$ cat config.mk
export PLATFORM = sky130hd
export DESIGN_NAME = ipc_mailbox
export DESIGN_NICKNAME = d
export VERILOG_FILES = /design/src/rtl/mbox_pkg.sv /design/src/rtl/mbox_decode.sv /design/src/rtl/mbox_regs.sv /design/src/rtl/ipc_mailbox.sv
export SDC_FILE = /design/constraint.sdc
export NUM_CORES = 2
export LEC_CHECK = 0
export BUFFER_PORTS_ARGS = -buffer_cell sky130_fd_sc_hd__buf_2
export CAP_MARGIN = 5
export CORE_MARGIN = 8
export CORE_UTILIZATION = 63
export DETAILED_ROUTE_END_ITERATION = 10
export PLACE_DENSITY = 0.83
export REMOVE_ABC_BUFFERS = 1
export SYNTH_ARGS = -nofsm -noshare
export SYNTH_HDL_FRONTEND = slang
export SYNTH_HIERARCHICAL = 1
export SYNTH_SLANG_ARGS = --single-unit
$ cat constraint.sdc
create_clock -name clk -period 5.9 [get_ports clk]
set_clock_uncertainty 0.1 [all_clocks]
set_input_delay 1.18 -clock clk [delete_from_list [all_inputs] [get_ports clk]]
set_output_delay 1.18 -clock clk [all_outputs]
set_load 0.005 [all_outputs]
$ cat src/rtl/mbox_pkg.sv
`timescale 1ns/1ps
package mbox_pkg;
  localparam int INFO_WORDS  = 8;
  localparam int WORD_W      = $clog2(INFO_WORDS);
  localparam int LINK_W      = 4;
  // word index (byte offset / 4) inside a window
  localparam int IDX_STAT    = 0;
  localparam int IDX_CLR     = 1;
  localparam int IDX_EN      = 3;
  localparam int IDX_BELL    = 4;
  localparam int IDX_INFO0   = 5;
  localparam int BELL_DATA   = 6;
  localparam int BELL_ACK    = 7;

  typedef enum logic [1:0] {RD_NONE, RD_STAT, RD_EN, RD_INFO} rdKind_e;

  typedef struct packed {
    logic              peerSide;
    logic [LINK_W-1:0] link;
    logic [WORD_W-1:0] word;
    logic              infoWe;
    logic              bellWe;
    logic              clrWe;
    logic              enWe;
    rdKind_e           rdKind;
  } mboxStrobe_t;
endpackage

$ cat src/rtl/mbox_decode.sv
`timescale 1ns/1ps
module mbox_decode
  import mbox_pkg::*;
#(
  parameter int NLINK  = 3,
  parameter int ADDR_W = 16
) (
  input  logic [ADDR_W-1:0] busAddr,
  input  logic              busWe,
  output mboxStrobe_t       strobe
);
  localparam int WIN_W = $clog2(NLINK + 1);

  logic             side, clean, inRange;
  logic             ctlWin, inboxWin, peerWin, linkWin, ownCtl;
  logic [WIN_W-1:0] win;
  logic [9:0]       wordIdx;

  always_comb begin
    side     = busAddr[ADDR_W-1];
    win      = busAddr[12 +: WIN_W];
    wordIdx  = busAddr[11:2];
    clean    = (busAddr[1:0] == 2'b00) && (busAddr[ADDR_W-2:12+WIN_W] == '0);
    inRange  = ({1'b0, win} <= (WIN_W+1)'(NLINK));
    ctlWin   = clean && !side && (win == '0);
    inboxWin = clean && !side && (win != '0) && inRange;
    peerWin  = clean &&  side && (win != '0) && inRange;
    linkWin  = inboxWin || peerWin;
    ownCtl   = ctlWin || peerWin;

    strobe          = '0;
    strobe.peerSide = side;
    strobe.link     = LINK_W'(win - WIN_W'(1));
    strobe.word     = WORD_W'(wordIdx - 10'(IDX_INFO0));
    strobe.rdKind   = RD_NONE;

    if (ownCtl && wordIdx == 10'(IDX_STAT)) strobe.rdKind = RD_STAT;
    if (ownCtl && wordIdx == 10'(IDX_CLR))  strobe.clrWe  = busWe;
    if (ownCtl && wordIdx == 10'(IDX_EN)) begin
      strobe.rdKind = RD_EN;
      strobe.enWe   = busWe;
    end
    if (linkWin && wordIdx == 10'(IDX_BELL)) strobe.bellWe = busWe;
    if (linkWin && wordIdx >= 10'(IDX_INFO0) &&
        wordIdx < 10'(IDX_INFO0 + INFO_WORDS)) begin
      strobe.rdKind = RD_INFO;
      strobe.infoWe = busWe;
    end
  end
endmodule

$ cat src/rtl/mbox_regs.sv
`timescale 1ns/1ps
module mbox_regs
  import mbox_pkg::*;
#(
  parameter int NLINK  = 3,
  parameter int DATA_W = 32
) (
  input  logic                 clk,
  input  logic                 rstN,
  input  mboxStrobe_t          strobe,
  input  logic [DATA_W-1:0]    wrData,
  output logic [DATA_W-1:0]    rdData,
  output logic [NLINK:0]       irq,
  output logic [2*NLINK-1:0]   statVec,
  output logic [2*NLINK-1:0]   maskVec
);
  localparam int NEND  = 2 * NLINK;
  localparam int END_W = $clog2(NEND);

  logic [DATA_W-1:0] infoMem [NEND][INFO_WORDS];
  logic [NEND-1:0]   statQ, enQ, setVec, clrVec, enNext;
  logic [END_W-1:0]  endSel;

  always_comb begin
    endSel = END_W'(strobe.link) + (strobe.peerSide ? END_W'(NLINK) : END_W'(0));

    setVec = '0;
    if (strobe.bellWe && (wrData[BELL_DATA] || wrData[BELL_ACK]))
      setVec[endSel] = 1'b1;

    clrVec = '0;
    enNext = enQ;
    if (strobe.peerSide) begin
      if (strobe.clrWe) clrVec[endSel] = wrData[0];
      if (strobe.enWe)  enNext[endSel] = wrData[0];
    end else begin
      if (strobe.clrWe) clrVec[NLINK-1:0] = wrData[NLINK-1:0];
      if (strobe.enWe)  enNext[NLINK-1:0] = wrData[NLINK-1:0];
    end
  end

  always_ff @(posedge clk or negedge rstN) begin
    if (!rstN) begin
      statQ <= '0;
      enQ   <= '0;
      irq   <= '0;
    end else begin
      statQ  <= (statQ & ~clrVec) | setVec;
      enQ    <= enNext;
      irq[0] <= |(statQ[NLINK-1:0] & enQ[NLINK-1:0]);
      for (int k = 1; k <= NLINK; k++)
        irq[k] <= statQ[NLINK+k-1] & enQ[NLINK+k-1];
    end
  end

  always_ff @(posedge clk or negedge rstN) begin
    if (!rstN) begin
      for (int e = 0; e < NEND; e++)
        for (int w = 0; w < INFO_WORDS; w++)
          infoMem[e][w] <= '0;
    end else if (strobe.infoWe) begin
      infoMem[endSel][strobe.word] <= wrData;
    end
  end

  always_comb begin
    rdData = '0;
    unique case (strobe.rdKind)
      RD_STAT: rdData = strobe.peerSide ? DATA_W'(statQ[endSel]) : DATA_W'(statQ[NLINK-1:0]);
      RD_EN:   rdData = strobe.peerSide ? DATA_W'(enQ[endSel])   : DATA_W'(enQ[NLINK-1:0]);
      RD_INFO: rdData = infoMem[endSel][strobe.word];
      default: rdData = '0;
    endcase
  end

  assign statVec = statQ;
  assign maskVec = enQ;
endmodule

$ cat src/rtl/ipc_mailbox.sv
`timescale 1ns/1ps
module ipc_mailbox
  import mbox_pkg::*;
#(
  parameter int NPROC  = 4,
  parameter int ADDR_W = 16,
  parameter int DATA_W = 32
) (
  input  logic              clk,
  input  logic              rstN,
  input  logic [ADDR_W-1:0] busAddr,
  input  logic              busWe,
  input  logic [DATA_W-1:0] busWdata,
  output logic [DATA_W-1:0] busRdata,
  output logic [NPROC-1:0]  irq
);
  localparam int NLINK = NPROC - 1;

  mboxStrobe_t        strobe;
  logic [2*NLINK-1:0] statVec;
  logic [2*NLINK-1:0] maskVec;

  mbox_decode #(.NLINK(NLINK), .ADDR_W(ADDR_W)) u_dec (
    .busAddr (busAddr),
    .busWe   (busWe),
    .strobe  (strobe)
  );

  mbox_regs #(.NLINK(NLINK), .DATA_W(DATA_W)) u_regs (
    .clk     (clk),
    .rstN    (rstN),
    .strobe  (strobe),
    .wrData  (busWdata),
    .rdData  (busRdata),
    .irq     (irq),
    .statVec (statVec),
    .maskVec (maskVec)
  );
endmodule

; After elaboration in Yosys (flattened, before gate mapping)
; Cells that the tools add are included.
; W data, S select, Z words.
[classes]
eq_ne = 6
muxes = 36
n_reduce_logical = 26
order_cmp = 8
bitwise_logic = 11
n_addsub = 3
[ops]
columns = cell, count
row1 = $bwmux W1536, 1
row2 = $bmux W256 S3, 1
row3 = $demux W256 S3, 1
row4 = $mux W256, 3
row5 = $bmux W32 S3, 1
row6 = $demux W32 S3, 1
row7 = $mux W32, 3
row8 = $pmux W32 S3, 1
row9 = $mux W3, 9
row10 = $logic_and A1 B1 Y1, 16
row11 = $and A6 B6 Y6, 2
row12 = $mux W6, 2
row13 = $eq A10 B1 Y1 const B, 1
row14 = $eq A10 B2 Y1 const B, 1
row15 = $eq A10 B3 Y1 const B, 1
row16 = $ge A10 B3 Y1 const B, 1
row17 = $logic_not A10 Y1, 1
row18 = $lt A10 B4 Y1 const B, 1
row19 = $ge A4 B4 Y1 const B, 2
row20 = $lt A4 B1 Y1 const B, 2
row21 = $not A3 Y4, 2
row22 = $mux W1, 7
row23 = $bmux W1 S3, 2
row24 = $bwmux W6, 1
row25 = 20 further kinds, 27
[word_totals]
register_bits = 1552
output_inout_bits = 36
wordCells = 142
input_bits = 51

; Logic depth before layout (Yosys ltp)
[depth]
ltp_word = 12
mapped_depth = 15
ltp_nobuf = 10

; Hierarchy
; Netlist, hierarchy kept.
[by_module_without_submodules]
columns = module, cells_per_inst, instances, seq_area_each_um2, area_per_inst_um2
row1 = mbox_regs, 4948, 1, 38837.2, 72265.6
row2 = mbox_decode, 37, 1, 0.0, 247.7

; Least setup slack after synthesis
; Ideal clock, no wire load.
[synth_path]
path_kind = input port to output port
from = input busAddr[12]
to = output busRdata[17]
t_required_ns = 4.620
arrival_time_ns = 3.761
n_path_buf = 3
stages = 13
setup_slack_ns = 0.859
cell_sequence = inv_1 > ha_1 > inv_1 > inv_1 > fa_1 > buf_4 > and2_1 > buf_2 > and2_4 > buf_2 > a2111oi_0 > or4_1 > a2111oi_2
[synth_rtl]
columns = item, line
row1 = start: declaration, ipc_mailbox.sv:11  ; input logic [ADDR_W-1:0] busAddr,
row2 = end: declaration, ipc_mailbox.sv:14  ; output logic [DATA_W-1:0] busRdata,

==> out/summary.txt <==
status: completed
TNS Setup: 0 ns
crit path DAT: 4.60 ns
Worst slew margin: 0.211
Critical Path End Type: output pin
maximum clock rate: 170 MHz
clock latency on the worst-skew pair: 0.80 ns
DPL Wire Length: 120000 um
power density cells: 284 mW/mm2
Max Slew Vio Count: 0
Die Span Y: 355 um
register area: 0.0388 mm2
I/O Buffers: 86
CTS Sinks: 1552
Sw Ratio: 0.252
commonest non-fill, non-tap cell in the layout: dfrtp_1
CTS root buf: clkbuf_16
total iterations of the first detailed-routing run: 8
number of global-route vias before repair: 48800
Tot Pwr: 23.0 mW
WL/cell: 30.2 um
starting density of the core: 0.635
RSZ-0062 raised after global routing: yes
Core Rows: 124
Global Route Usage Sum: 0.315
via count: 45700
Syn Inst Count: 4984
Hold Vio Cnt, Final: 0
worst path cell trace: buf_2, inv_1, ha_1, inv_1, inv_1, fa_4, buf_4, buf_12, buf_4, mux4_2, nand2_1, o211ai_1, a21oi_1, buf_4, nor4_2, buf_2
Seq pwr share: 0.464
DRT antenna net count: 0
CTS Buf Count: 159
worst-path maximum fanout: 20
Nets: 5046
num ports: 87
max cap viols: 0
CP required: 4.62 ns
die area: 0.126 mm2
H-tree depth: 4
Setup crit start kind: primary input
Die Width: 355 um
DR iter-0 viols: 4741
DR vias/cell: 6.90
hold crit path type: in -> async
min Tclk post-route: 5.88 ns
Psw: 5.79 mW
CTS max path bufs: 3
Worst-path clk slew: 0.06 ns
max incr delay on CP: 0.91 ns
combinational share of power: 0.093
Avg Cell Area, Syn: 14.5 um2
area of the multi-input gates: 0.0313 mm2
GRT overflow: 0
final setup fails: 0
clock share of power: 0.444
pin count of the biggest net entering global routing: 170
final WL: 200000 um
GP Congestion: 0.881
# fillers: 7125
CTS tree: built
critical path's slowest cell: fa_4
Synth-to-Final Area Change: 11.5%
P_leak: 39.3 nW
drt drc: 0
Internal Pwr Total: 17.2 mW
Ys Warns: 6
Worst VDD drop: 0.000268 V
commonest cells after routing, fill and taps aside: dfrtp_1, mux2_2, mux4_2
Period Utilization, post-route: 0.997
ratio of cells with drive above 1 in the final layout: 0.491
mapped cell area: 0.0725 mm2
first-pass GRT wire length: 305000 um
worst slew pin tran: 1.18 ns
kind of critical path: in -> out
initial antenna violation count: 6
Core Footprint: 0.114 mm2
-- power by group through the flow --
| stage | combinational, mW | sequential, mW | clock [mW] |
|---|---|---|---|
| floorplan | 1.13 | 10.8 | 0 |
| global placement | 2.04 | 10.8 | 0 |
| detailed placement | 2.06 | 10.8 | 0 |
| CTS | 2.08 | 10.7 | 10.3 |
| global route | 2.22 | 10.6 | 10.7 |
| finish | 2.13 | 10.7 | 10.2 |
-- through the flow --
step | instance area (um2) | utilization | std cells | setup WS, ns | hold WS (ns)
final | 80800 | 0.708 | 6630 | 0.0203 | 0.317
after global routing | 80800 | 0.708 | 6628 | -0.0219 | 0.378
after CTS | 80700 | 0.707 | 6624 | 0.0152 | 0.341
after detailed placement | 75300 | 0.660 | 6335 | -0.237 | 0.371
after global placement | 75300 | 0.660 | 6335 | -0.240 | 0.360
after floorplan | 69700 | - | 4460 | -15.84 | 0.349
-- registers in the layout (all words and copies together), names as in the netlist --
name,count
u_regs/maskVec,6
u_regs/infoMem,1536
u_regs/statVec,6
u_regs/irq,4
-- worst max-delay path, delay by kind of cell --
| kind | cells | cell delay, ns |
|---|---|---|
| simple gates | 2 | 0.39 |
| compound gates | 2 | 0.29 |
| fa+ha+maj | 2 | 1.19 |
| mux | 1 | 0.21 |
| buf+inv | 9 | 1.31 |
-- repair_timing --
action                                  4_1_cts  5_1_grt
buffers inserted                              0        1
gates resized for setup                       4       10
endpoints found under the setup margin       13       17
pin swaps                                     1        5
hold buffers                                  0        0
cloned                                        0        2
endpoints found under the hold margin         0        0
-- cell type report --
type / count / share of cell area
repair buffers: 366 / 0.0426
clock inverters: 56 / 0.00851
multi-input cells: 2896 / 0.387
clock buffers: 233 / 0.0575
diodes: 3 / 0.0000929
flip-flops and latches: 1552 / 0.481
inverters: 12 / 0.000604
well taps: 1512 / 0.0234
-- per-layer routing --
metal,share of wire,global-route usage
met5,0.000065,0
met2,0.47,0.493
met3,0.088,0.0748
met1,0.39,0.419
met4,0.050,0.147
-- worst paths after layout --
check	start	end	slack (ns)	depth (start not counted)
min reg2reg	u_regs/infoMem[1107]$_DFFE_PN0P_	u_regs/infoMem[1107]$_DFFE_PN0P_	0.38	1
min	rstN	u_regs/infoMem[1436]$_DFFE_PN0P_	0.32	1
max reg2reg	u_regs/statVec[1]$_DFF_PN0_	u_regs/irq[0]$_DFF_PN0_	4.53	2
min in group clk	u_regs/infoMem[1107]$_DFFE_PN0P_	u_regs/infoMem[1107]$_DFFE_PN0P_	0.38	1
max	busAddr[12]	busRdata[21]	0.02	16
max in group asynchronous	rstN	u_regs/infoMem[756]$_DFFE_PN0P_	3.91	2
(Power assumes the default switching activity.)
